### config.mk
export PLATFORM = sky130hd
export DESIGN_NAME = opnd_mover
export DESIGN_NICKNAME = d
export VERILOG_FILES = /design/src/rtl/opnd_pkg.sv /design/src/rtl/opnd_regbank.sv /design/src/rtl/opnd_pendq.sv /design/src/rtl/opnd_mover.sv
export SDC_FILE = /design/constraint.sdc
export NUM_CORES = 2
export LEC_CHECK = 0
export ABC_AREA = 0
export BUFFER_PORTS_ARGS = -buffer_cell sky130_fd_sc_hd__buf_2
export CAP_MARGIN = 20
export CORE_MARGIN = 10
export CORE_UTILIZATION = 49
export CTS_CLUSTER_DIAMETER = 30
export DETAILED_ROUTE_END_ITERATION = 16
export PLACE_DENSITY = 0.65
export SETUP_SLACK_MARGIN = 0.4
export SYNTH_ARGS = -nofsm -noshare
export SYNTH_HDL_FRONTEND = slang
export SYNTH_SLANG_ARGS = --single-unit
### constraint.sdc
create_clock -name clk -period 26.8 [get_ports clk]
set_input_delay 1.34 -clock clk [delete_from_list [all_inputs] [get_ports clk]]
set_output_delay 1.34 -clock clk [all_outputs]
set_load 0.1 [all_outputs]
### src/rtl/opnd_pkg.sv
package opnd_pkg;

    typedef enum logic [1:0] {SZ_B = 2'd0, SZ_W = 2'd1, SZ_L = 2'd2, SZ_BAD = 2'd3} size_e;
    typedef enum logic [1:0] {SP_DREG = 2'd0, SP_AREG = 2'd1, SP_MEM = 2'd2, SP_BAD = 2'd3} space_e;
    typedef enum logic [1:0] {PH_IDLE = 2'd0, PH_READ = 2'd1, PH_DRAIN = 2'd2} phase_e;

    function automatic logic [2:0] size_bytes(size_e sz);
        case (sz)
            SZ_B:    return 3'd1;
            SZ_W:    return 3'd2;
            SZ_L:    return 3'd4;
            default: return 3'd0;
        endcase
    endfunction

    function automatic logic [31:0] size_mask(size_e sz);
        case (sz)
            SZ_B:    return 32'h0000_00FF;
            SZ_W:    return 32'h0000_FFFF;
            default: return 32'hFFFF_FFFF;
        endcase
    endfunction

    function automatic logic [31:0] narrow(logic [31:0] v, size_e sz, logic sx);
        case (sz)
            SZ_B:    return {{24{sx & v[7]}}, v[7:0]};
            SZ_W:    return {{16{sx & v[15]}}, v[15:0]};
            default: return v;
        endcase
    endfunction

    function automatic logic [31:0] merge(logic [31:0] old, logic [31:0] nv, size_e sz);
        return (old & ~size_mask(sz)) | (nv & size_mask(sz));
    endfunction

endpackage

### src/rtl/opnd_regbank.sv
module opnd_regbank import opnd_pkg::*; #(
    parameter int NREG  = 8,
    parameter int SEL_W = $clog2(NREG)
) (
    input  logic             clk,
    input  logic             rst_n,
    input  logic             we,
    input  logic [SEL_W-1:0] sel,
    input  size_e            size,
    input  logic [31:0]      wdata,
    output logic [31:0]      rdata
);
    logic [31:0] regs_q [NREG];
    logic [31:0] regs_d [NREG];

    assign rdata = regs_q[sel];

    always_comb begin
        for (int i = 0; i < NREG; i++) begin
            regs_d[i] = regs_q[i];
            if (we && SEL_W'(i) == sel) regs_d[i] = merge(regs_q[i], wdata, size);
        end
    end

    always_ff @(posedge clk) begin
        for (int i = 0; i < NREG; i++) begin
            if (!rst_n) regs_q[i] <= '0;
            else        regs_q[i] <= regs_d[i];
        end
    end
endmodule

### src/rtl/opnd_pendq.sv
module opnd_pendq import opnd_pkg::*; #(
    parameter int DEPTH = 4,
    parameter int AW    = 10,
    parameter int IDX_W = 2,
    parameter int CNT_W = 3
) (
    input  logic             clk,
    input  logic             rst_n,
    input  logic             push,
    input  logic [AW-1:0]    push_addr,
    input  size_e            push_size,
    input  logic [31:0]      push_val,
    input  logic             clear,
    input  logic [IDX_W-1:0] rd_idx,
    output logic [AW-1:0]    rd_addr,
    output size_e            rd_size,
    output logic [31:0]      rd_val,
    output logic [CNT_W-1:0] count,
    output logic             full
);
    logic [AW-1:0]    addr_q [DEPTH];
    size_e            size_q [DEPTH];
    logic [31:0]      val_q  [DEPTH];
    logic [CNT_W-1:0] count_q, count_d;

    assign rd_addr = addr_q[rd_idx];
    assign rd_size = size_q[rd_idx];
    assign rd_val  = val_q[rd_idx];
    assign count   = count_q;
    assign full    = (count_q == CNT_W'(DEPTH));

    always_comb begin
        count_d = count_q;
        if (clear)             count_d = '0;
        else if (push && !full) count_d = count_q + 1'b1;
    end

    always_ff @(posedge clk) begin
        if (!rst_n) begin
            count_q <= '0;
            for (int i = 0; i < DEPTH; i++) begin
                addr_q[i] <= '0;
                size_q[i] <= SZ_B;
                val_q[i]  <= '0;
            end
        end else begin
            count_q <= count_d;
            for (int i = 0; i < DEPTH; i++) begin
                if (push && !full && CNT_W'(i) == count_q) begin
                    addr_q[i] <= push_addr;
                    size_q[i] <= push_size;
                    val_q[i]  <= push_val;
                end
            end
        end
    end
endmodule

### src/rtl/opnd_mover.sv
module opnd_mover import opnd_pkg::*; #(
    parameter int MEM_BYTES  = 1000,
    parameter int PEND_DEPTH = 4,
    parameter int NREG       = 8,
    parameter int MEM_AW     = $clog2(MEM_BYTES),
    parameter int CNT_W      = $clog2(PEND_DEPTH + 1),
    parameter int RSEL_W     = $clog2(NREG)
) (
    input  logic              clk,
    input  logic              rst_n,
    input  logic              req_valid,
    input  logic              req_store,
    input  logic [1:0]        req_size,
    input  logic              req_sext,
    input  logic [1:0]        req_space,
    input  logic [RSEL_W-1:0] req_reg,
    input  logic [31:0]       req_addr,
    input  logic [31:0]       req_wdata,
    input  logic              commit,
    output logic              busy,
    output logic              rsp_valid,
    output logic [31:0]       rsp_data,
    output logic              rsp_err,
    output logic [CNT_W-1:0]  pend_count,
    output logic              mem_en,
    output logic              mem_we,
    output logic [MEM_AW-1:0] mem_addr,
    output logic [7:0]        mem_wdata,
    input  logic [7:0]        mem_rdata
);
    localparam int IDX_W = (PEND_DEPTH > 1) ? $clog2(PEND_DEPTH) : 1;

    typedef struct packed {
        phase_e            phase;
        logic [2:0]        nbytes;
        logic [2:0]        issued;
        logic [2:0]        got;
        logic              pend;
        logic [MEM_AW-1:0] addr;
        logic [31:0]       acc;
        size_e             size;
        logic              sext;
        logic [IDX_W-1:0]  ent;
        logic [1:0]        bidx;
        logic              rsp_valid;
        logic [31:0]       rsp_data;
        logic              rsp_err;
    } state_t;

    state_t st_q, st_d;

    size_e             sz;
    space_e            sp;
    logic              req_bad;
    logic [MEM_AW-1:0] req_mod;
    logic [1:0]        bank_we;
    logic [31:0]       bank_rdata [2];
    logic              push, clear;
    logic [MEM_AW-1:0] pq_addr;
    size_e             pq_size;
    logic [31:0]       pq_val;
    logic [CNT_W-1:0]  pq_count;
    logic              pq_full;
    logic [2:0]        pq_n;
    logic [MEM_AW:0]   dsum;
    logic [MEM_AW-1:0] drain_addr;
    logic [1:0]        dpos;
    logic [7:0]        drain_byte;

    function automatic logic [MEM_AW-1:0] wrap_inc(logic [MEM_AW-1:0] a);
        return (a == MEM_AW'(MEM_BYTES - 1)) ? '0 : a + 1'b1;
    endfunction

    assign sz      = size_e'(req_size);
    assign sp      = space_e'(req_space);
    assign req_bad = (sz == SZ_BAD) || (sp == SP_BAD);
    assign req_mod = MEM_AW'(req_addr % 32'(MEM_BYTES));

    for (genvar b = 0; b < 2; b++) begin : g_bank
        opnd_regbank #(.NREG(NREG), .SEL_W(RSEL_W)) u_bank (
            .clk   (clk),
            .rst_n (rst_n),
            .we    (bank_we[b]),
            .sel   (req_reg),
            .size  (sz),
            .wdata (req_wdata),
            .rdata (bank_rdata[b])
        );
    end

    opnd_pendq #(.DEPTH(PEND_DEPTH), .AW(MEM_AW), .IDX_W(IDX_W), .CNT_W(CNT_W)) u_pend (
        .clk       (clk),
        .rst_n     (rst_n),
        .push      (push),
        .push_addr (req_mod),
        .push_size (sz),
        .push_val  (req_wdata & size_mask(sz)),
        .clear     (clear),
        .rd_idx    (st_q.ent),
        .rd_addr   (pq_addr),
        .rd_size   (pq_size),
        .rd_val    (pq_val),
        .count     (pq_count),
        .full      (pq_full)
    );

    // drain byte address and big-endian byte lane of the current entry
    always_comb begin
        pq_n = size_bytes(pq_size);
        dsum = {1'b0, pq_addr} + (MEM_AW + 1)'(st_q.bidx);
        if (dsum >= (MEM_AW + 1)'(MEM_BYTES)) dsum = dsum - (MEM_AW + 1)'(MEM_BYTES);
        drain_addr = dsum[MEM_AW-1:0];
        dpos       = 2'(pq_n - 3'd1 - 3'(st_q.bidx));
        drain_byte = 8'(pq_val >> {dpos, 3'b000});
    end

    always_comb begin
        st_d           = st_q;
        st_d.rsp_valid = 1'b0;
        st_d.rsp_err   = 1'b0;
        st_d.rsp_data  = '0;
        bank_we        = '0;
        push           = 1'b0;
        clear          = 1'b0;
        mem_en         = 1'b0;
        mem_we         = 1'b0;
        mem_addr       = st_q.addr;
        mem_wdata      = '0;
        case (st_q.phase)
            PH_IDLE: begin
                if (commit) begin
                    if (pq_count != '0) begin
                        st_d.phase = PH_DRAIN;
                        st_d.ent   = '0;
                        st_d.bidx  = '0;
                    end
                end else if (req_valid) begin
                    st_d.rsp_valid = 1'b1;
                    if (req_bad) begin
                        st_d.rsp_err = 1'b1;
                    end else if (!req_store) begin
                        if (sp == SP_MEM) begin
                            st_d.rsp_valid = 1'b0;
                            st_d.phase     = PH_READ;
                            st_d.nbytes    = size_bytes(sz);
                            st_d.issued    = '0;
                            st_d.got       = '0;
                            st_d.pend      = 1'b0;
                            st_d.addr      = req_mod;
                            st_d.acc       = '0;
                            st_d.size      = sz;
                            st_d.sext      = req_sext;
                        end else begin
                            st_d.rsp_data = narrow((sp == SP_DREG) ? bank_rdata[0] : bank_rdata[1],
                                                   sz, req_sext);
                        end
                    end else if (sp == SP_MEM) begin
                        if (pq_full) st_d.rsp_err = 1'b1;
                        else         push = 1'b1;
                    end else if (sp == SP_AREG) begin
                        bank_we[1] = 1'b1;
                    end else begin
                        bank_we[0] = 1'b1;
                    end
                end
            end
            PH_READ: begin
                st_d.pend = 1'b0;
                if (st_q.issued != st_q.nbytes) begin
                    mem_en      = 1'b1;
                    mem_addr    = st_q.addr;
                    st_d.addr   = wrap_inc(st_q.addr);
                    st_d.issued = st_q.issued + 3'd1;
                    st_d.pend   = 1'b1;
                end
                if (st_q.pend) begin
                    st_d.acc = {st_q.acc[23:0], mem_rdata};
                    st_d.got = st_q.got + 3'd1;
                    if (st_q.got + 3'd1 == st_q.nbytes) begin
                        st_d.rsp_valid = 1'b1;
                        st_d.rsp_data  = narrow({st_q.acc[23:0], mem_rdata}, st_q.size, st_q.sext);
                        st_d.phase     = PH_IDLE;
                    end
                end
            end
            PH_DRAIN: begin
                mem_en    = 1'b1;
                mem_we    = 1'b1;
                mem_addr  = drain_addr;
                mem_wdata = drain_byte;
                if (3'(st_q.bidx) + 3'd1 == pq_n) begin
                    st_d.bidx = '0;
                    if (CNT_W'(st_q.ent) + 1'b1 == pq_count) begin
                        clear      = 1'b1;
                        st_d.ent   = '0;
                        st_d.phase = PH_IDLE;
                    end else begin
                        st_d.ent = st_q.ent + 1'b1;
                    end
                end else begin
                    st_d.bidx = st_q.bidx + 2'd1;
                end
            end
            default: st_d.phase = PH_IDLE;
        endcase
    end

    always_ff @(posedge clk) begin
        if (!rst_n) st_q <= '0;
        else        st_q <= st_d;
    end

    assign busy       = (st_q.phase != PH_IDLE);
    assign rsp_valid  = st_q.rsp_valid;
    assign rsp_data   = st_q.rsp_data;
    assign rsp_err    = st_q.rsp_err;
    assign pend_count = pq_count;
endmodule

; Yosys cells after proc, flatten, opt, wreduce, memory -nomap -nowiden
; Memory sizes are Yosys's and may differ from the RTL's. A register that Yosys moved wholly into a read port is not among the register bits.
; Index checks and enable logic that the tools add are counted.
[totals]
inputBits = 85
mem_count = 5
output_inout_bits = 58
ramBits = 688
register_bits = 90
[classes]
order_cmp = 1
div = 1
n_reduce_logical = 43
add_sub_neg = 12
bitwise = 103
n_eq_ne = 44
shift = 1
muxes = 147
[mem_list]
columns = memory, words, word_bits, rd, rd_clocked_by_memory_dff, wr, line
row1 = g_bank[0].u_bank.regs_q, 8, 32, 9, 0, 8, opnd_regbank.sv:13  ; logic [31:0] regs_q [NREG];
row2 = g_bank[1].u_bank.regs_q, 8, 32, 9, 0, 8, opnd_regbank.sv:13
row3 = u_pend.val_q, 4, 32, 1, 1, 4, opnd_pendq.sv:23  ; logic [31:0] val_q [DEPTH];
row4 = u_pend.addr_q, 4, 10, 1, 1, 4, opnd_pendq.sv:21  ; logic [AW-1:0] addr_q [DEPTH];
row5 = u_pend.size_q, 4, 2, 1, 1, 4, opnd_pendq.sv:22  ; size_e size_q [DEPTH];
[ops]
columns = operator, count
row1 = 2-to-1 mux 32 bit, 55
row2 = AND 32 bit, 33
row3 = NOT 32 bit, 16
row4 = bitwise OR 32 bit, 16
row5 = 2-to-1 mux 57 bit, 4
row6 = one-hot mux 32 bit (2 select lines), 3
row7 = 2-to-1 mux 33 bit, 4
row8 = one-hot mux 49 bit (2 select lines), 1
row9 = 2-to-1 mux 10 bit, 7
row10 = 2-to-1 mux 34 bit, 2
row11 = one-hot mux 33 bit (2 select lines), 1
row12 = 2-to-1 mux 52 bit, 1
row13 = 2-to-1 mux 2 bit, 25
row14 = 2-to-1 mux 1 bit, 33
row15 = "remainder unit 32 x 10 -> 32 bit, second input constant", 1
row16 = right shift 32 x 5 -> 8 bit, 1
row17 = bitwise OR 1 bit, 28
row18 = "!= test 2 bit, second input constant", 12
row19 = logical AND 1 bit, 21
row20 = one-hot mux 3 bit (3 select lines), 2
row21 = "!= test 3 bit, second input constant", 5
row22 = AND reduction 7 bit, 2
row23 = "equality test 2 bit, second input constant", 6
row24 = "equality test 2 x 3 -> 1 bit, first input constant", 4
row25 = other kinds (37), 69

; Depth between registers and ports, before layout
[depth]
ltp_word = 15
mapped_depth = 65
ltp_nobuf = 53

; Modules after synthesis
; From an unflattened synthesis, not the netlist that was laid out.
[hier_totals]
cells_unflattened = 4285
hier_area_um2 = 43446.7
[modules_own_cells]
columns = module, seq_area_each_um2, cells_each, instances, area_each_um2
row1 = opnd_mover, 1741.7, 1677, 1, 12550.8
row2 = opnd_regbank at g_bank[0].u_bank, 5124.9, 1074, 1, 11458.5
row3 = opnd_regbank at g_bank[1].u_bank, 5124.9, 1074, 1, 11456.0
row4 = opnd_pendq, 5345.1, 460, 1, 7981.4

; Least setup slack after synthesis
; No wires, ideal clock.
[synth_path]
path_type = input -> register
from = input port req_addr[28]
to = memory u_pend.addr_q[3][9] (data pin)
path_slack_ps = 10250
t_arrival_ps = 16284
cell_stages = 61
path_buffers = 10
required_time_ps = 26534
cell_sequence = buf_4 -> and4_1 -> buf_2 -> buf_6 -> a211o_1 -> or4b_1 -> o221ai_2 -> and2_4 -> mux2i_2 -> a211oi_4 -> a21oi_2 -> buf_6 -> a31o_1 -> a211oi_4 -> nor3_1 -> or2_1 -> buf_6 -> o311a_4 -> [25 not listed] -> buf_6 -> mux2_1 -> or3_4 -> o22a_2 -> or3_4 -> a21oi_2 -> o21ai_1 -> xnor2_1 -> nor3_2 -> a2111o_1 -> o211ai_2 -> a32oi_1 -> o41a_1 -> buf_2 -> or4_1 -> a21oi_1 -> xor2_1 -> nor2_1
[synth_lines]
columns = element, line
row1 = "start, declared", opnd_mover.sv:17  ; input logic [31:0] req_addr,
row2 = "end, declared", opnd_pendq.sv:21

==> impl_metrics.env <==
export IMPL_synth_fa_ha_area_share_pct=1.031
export IMPL_clock_sinks=780
export IMPL_antenna_found_initial=16
export IMPL_multi_input_area_mm2=0.02223
export IMPL_drv_cap=0
export IMPL_final_layout_size_suffix_gt1_share_pct=16.71
export IMPL_postCtsSetupBuffers=0
export IMPL_htreeDepth=4
export IMPL_critical_path_class="in2reg"
export IMPL_synthToLayoutAreaGrowth_pct=14.80
export IMPL_arrival_ns=19.80
export IMPL_layout_common_cells="nand2_1, a21oi_1, dfxtp_1"
export IMPL_dieArea_mm2=0.09624
export IMPL_firstDrtPassIters=6
export IMPL_synth_simple_area_share_pct=19.98
export IMPL_slowest_stage="a2111oi_0"
export IMPL_grt_usage_pct=25.57
export IMPL_fin_skew_ns=0.02582
export IMPL_avgSynthCellArea_um2=8.947
export IMPL_r2r_start="st_q[93]$_SDFFE_PN0P_"
export IMPL_r2r_slack_ns=22.31
export IMPL_avgViaCountPerCell=6.050
export IMPL_synth_async_reset_ratio_pct=0
export IMPL_cts_repair_resized=0
export IMPL_gr_total_overflow=0
export IMPL_hold_viol=0
export IMPL_whs_path_depth=2
export IMPL_clock_latency_ns=0.72
export IMPL_die_h_um=310.2
export IMPL_ant_nets=0
export IMPL_grt_max_degree=226
export IMPL_cp_num_buf_inv=2
export IMPL_post_drt_wl_per_cell_um=21.75
export IMPL_r2r_cells=11
export IMPL_cts_path_max_buffers=3
export IMPL_tightest_slew_ns=1.155
export IMPL_synthXorXnorAreaFrac_pct=1.679
export IMPL_cts_tree="built"
export IMPL_place_congestion=0.9160
export IMPL_synth_edf_count=176
export IMPL_synth_compound_area_share_pct=16.87
export IMPL_slowest_delay_ns=0.70
export IMPL_ys_types=132
export IMPL_port_buffers=142
export IMPL_dp_hpwl_um=83090
export IMPL_yosys_mux_area_fraction_pct=14.08
export IMPL_status="complete, no violations"
export IMPL_start_util_pct=49.40
export IMPL_critPathCaptureType="flop"
export IMPL_crit_path_frequent_cell="a21oi_1"
export IMPL_critPathRequiredTime_ns=27.22
export IMPL_max_freq_mhz=51.58
export IMPL_numCtsBuffers=139
export IMPL_syn_area_mm2=0.04127
export IMPL_fillerInstances=7285
export IMPL_rsz0062_at_grt="false"
export IMPL_final_common_cell="nand2_1"
export IMPL_rows=106
export IMPL_tns_ns=0
export IMPL_hold_class="reg2reg"
export IMPL_fin_nets=4709
export IMPL_crit_fanout=17
export IMPL_ys_ff_latch=780
export IMPL_top_level_ports=143
export IMPL_cts_root_buf="clkbuf_16"
export IMPL_final_max_slew_violation_count=0
export IMPL_clk_transition_reported_paths_ns=0.04
export IMPL_grt_pass1_vias=33350
export IMPL_drc=0
export IMPL_max_slew_margin_pct=22.75
export IMPL_ys_seq_area_share_pct=42.10
export IMPL_chipWidth_um=310.2
export IMPL_post_route_period_util_pct=72.34
export IMPL_netlist_instances=4613
export IMPL_synth_top_family_by_area="simple AND/OR/NAND/NOR gates"
export IMPL_first_iter_violations=3708
export IMPL_grt_first_pass_wirelength_um=193700
export IMPL_min_period_ns=19.39
export IMPL_crit_family="compound AO/OA/AOI/OAI gates"
export IMPL_synth_fp_nets=4720
export IMPL_holdBufCountCts=0
export IMPL_synthFlopType="dfxtp_1"
export IMPL_setup_violations=0
export IMPL_core_area_mm2=0.08356
export IMPL_crit_path_start_kind="input port"
export IMPL_dr_total_vias=35122
export IMPL_synth_warnings=0
export IMPL_routed_wl_um=126300
export IMPL_seqCellArea_mm2=0.01738
through the flow:
step	hold WS (ns)	std cells	util [%]	worst slack, ns	area [µm²]
after floorplan	0.4287	4613	-	10.25	41270
after global placement	0.4384	5533	50.70	7.507	42360
after detailed placement	0.4442	5534	50.71	7.019	42370
after CTS	0.4510	5788	56.61	7.674	47300
after global routing	0.4640	5804	56.71	5.887	47380
final	0.4487	5805	56.71	7.413	47380
layout make-up:
class	count	area share [%]
clock inverter	79	2.221
sequential	780	36.68
multi-input combinational	3420	46.91
tap	1080	2.852
antenna	10	0.05281
clock buffer	175	8.189
timing repair buffer	213	2.699
inverter	48	0.3961
cells by family (layout without fill, tap and decap cells):
logic type | count (synthesis) | after routing
simple gates | 1899 | 1899
fa+ha+maj | 36 | 36
other cells | 0 | 10
xor+xnor | 77 | 77
compound gates | 1098 | 1098
mux | 310 | 310
flops | 780 | 780
buf+inv | 413 | 515
Yosys cell counts (all sizes together), types with 12 or more instances:
library cell     n  area (µm²)
a2111oi         14       180.2
a211o           14       122.6
a211oi          34       295.3
a21o            14       105.1
a21oi          613        3102
a31oi           31       206.4
and2           127       799.5
and3            37       231.5
buf             89       540.5
clkbuf         276        1036
dfxtp          604       12090
edfxtp         176        5285
ha              21       262.8
inv             43       161.4
maj3            14       142.6
mux2            20       232.7
mux2i           78       804.5
mux4           212        4775
nand2         1156        4342
nand2b          17       106.4
nand3           62       310.3
nand4           24       156.4
nor2           299        1127
nor3            61       325.3
nor4            24       171.4
o2111ai         16       152.7
o211a           12       120.1
o211ai          22       193.9
o21a            26       202.7
o21ai          129       675.7
o22ai           14       93.84
o31ai           19       175.2
or2             19       118.9
or3             23       158.9
xnor2           64       579.3
xor2            13       113.9
layer usage:
layer	GRT usage [%]	vias up	part of all wire, %
met5	0	-	0.021
met4	9.316	4	3.0
met2	39.71	1392	46
li1	-	16453	-
met3	5.499	235	8.9
met1	34.82	17038	42
worst min-delay path: stages, from the launching register on:
cell and delay (ns):
dfxtp_1 0.30, nand2_1 0.05, a21oi_1 0.05
worst max-delay path by stage:
| stage | slack [ns] | endpoint | from | cells past startpoint |
|---|---|---|---|---|
| global route | 5.89 | u_pend.addr_q[1][9]$_SDFFCE_PN0P_ | req_addr[27] | 55 |
| detailed placement | 7.02 | u_pend.addr_q[3][9]$_SDFFCE_PN0P_ | req_addr[29] | 55 |
| floorplan | 10.25 | u_pend.addr_q[3][9]$_SDFFCE_PN0P_ | req_addr[28] | 61 |
| global placement | 7.51 | u_pend.addr_q[3][9]$_SDFFCE_PN0P_ | req_addr[29] | 53 |
| CTS | 7.67 | u_pend.addr_q[3][9]$_SDFFCE_PN0P_ | req_addr[29] | 55 |
| finish | 7.41 | u_pend.addr_q[3][9]$_SDFFCE_PN0P_ | req_addr[29] | 55 |
Power is not shown: default switching activity piles up to over one toggle a cycle in this logic, so the estimate is an artifact.
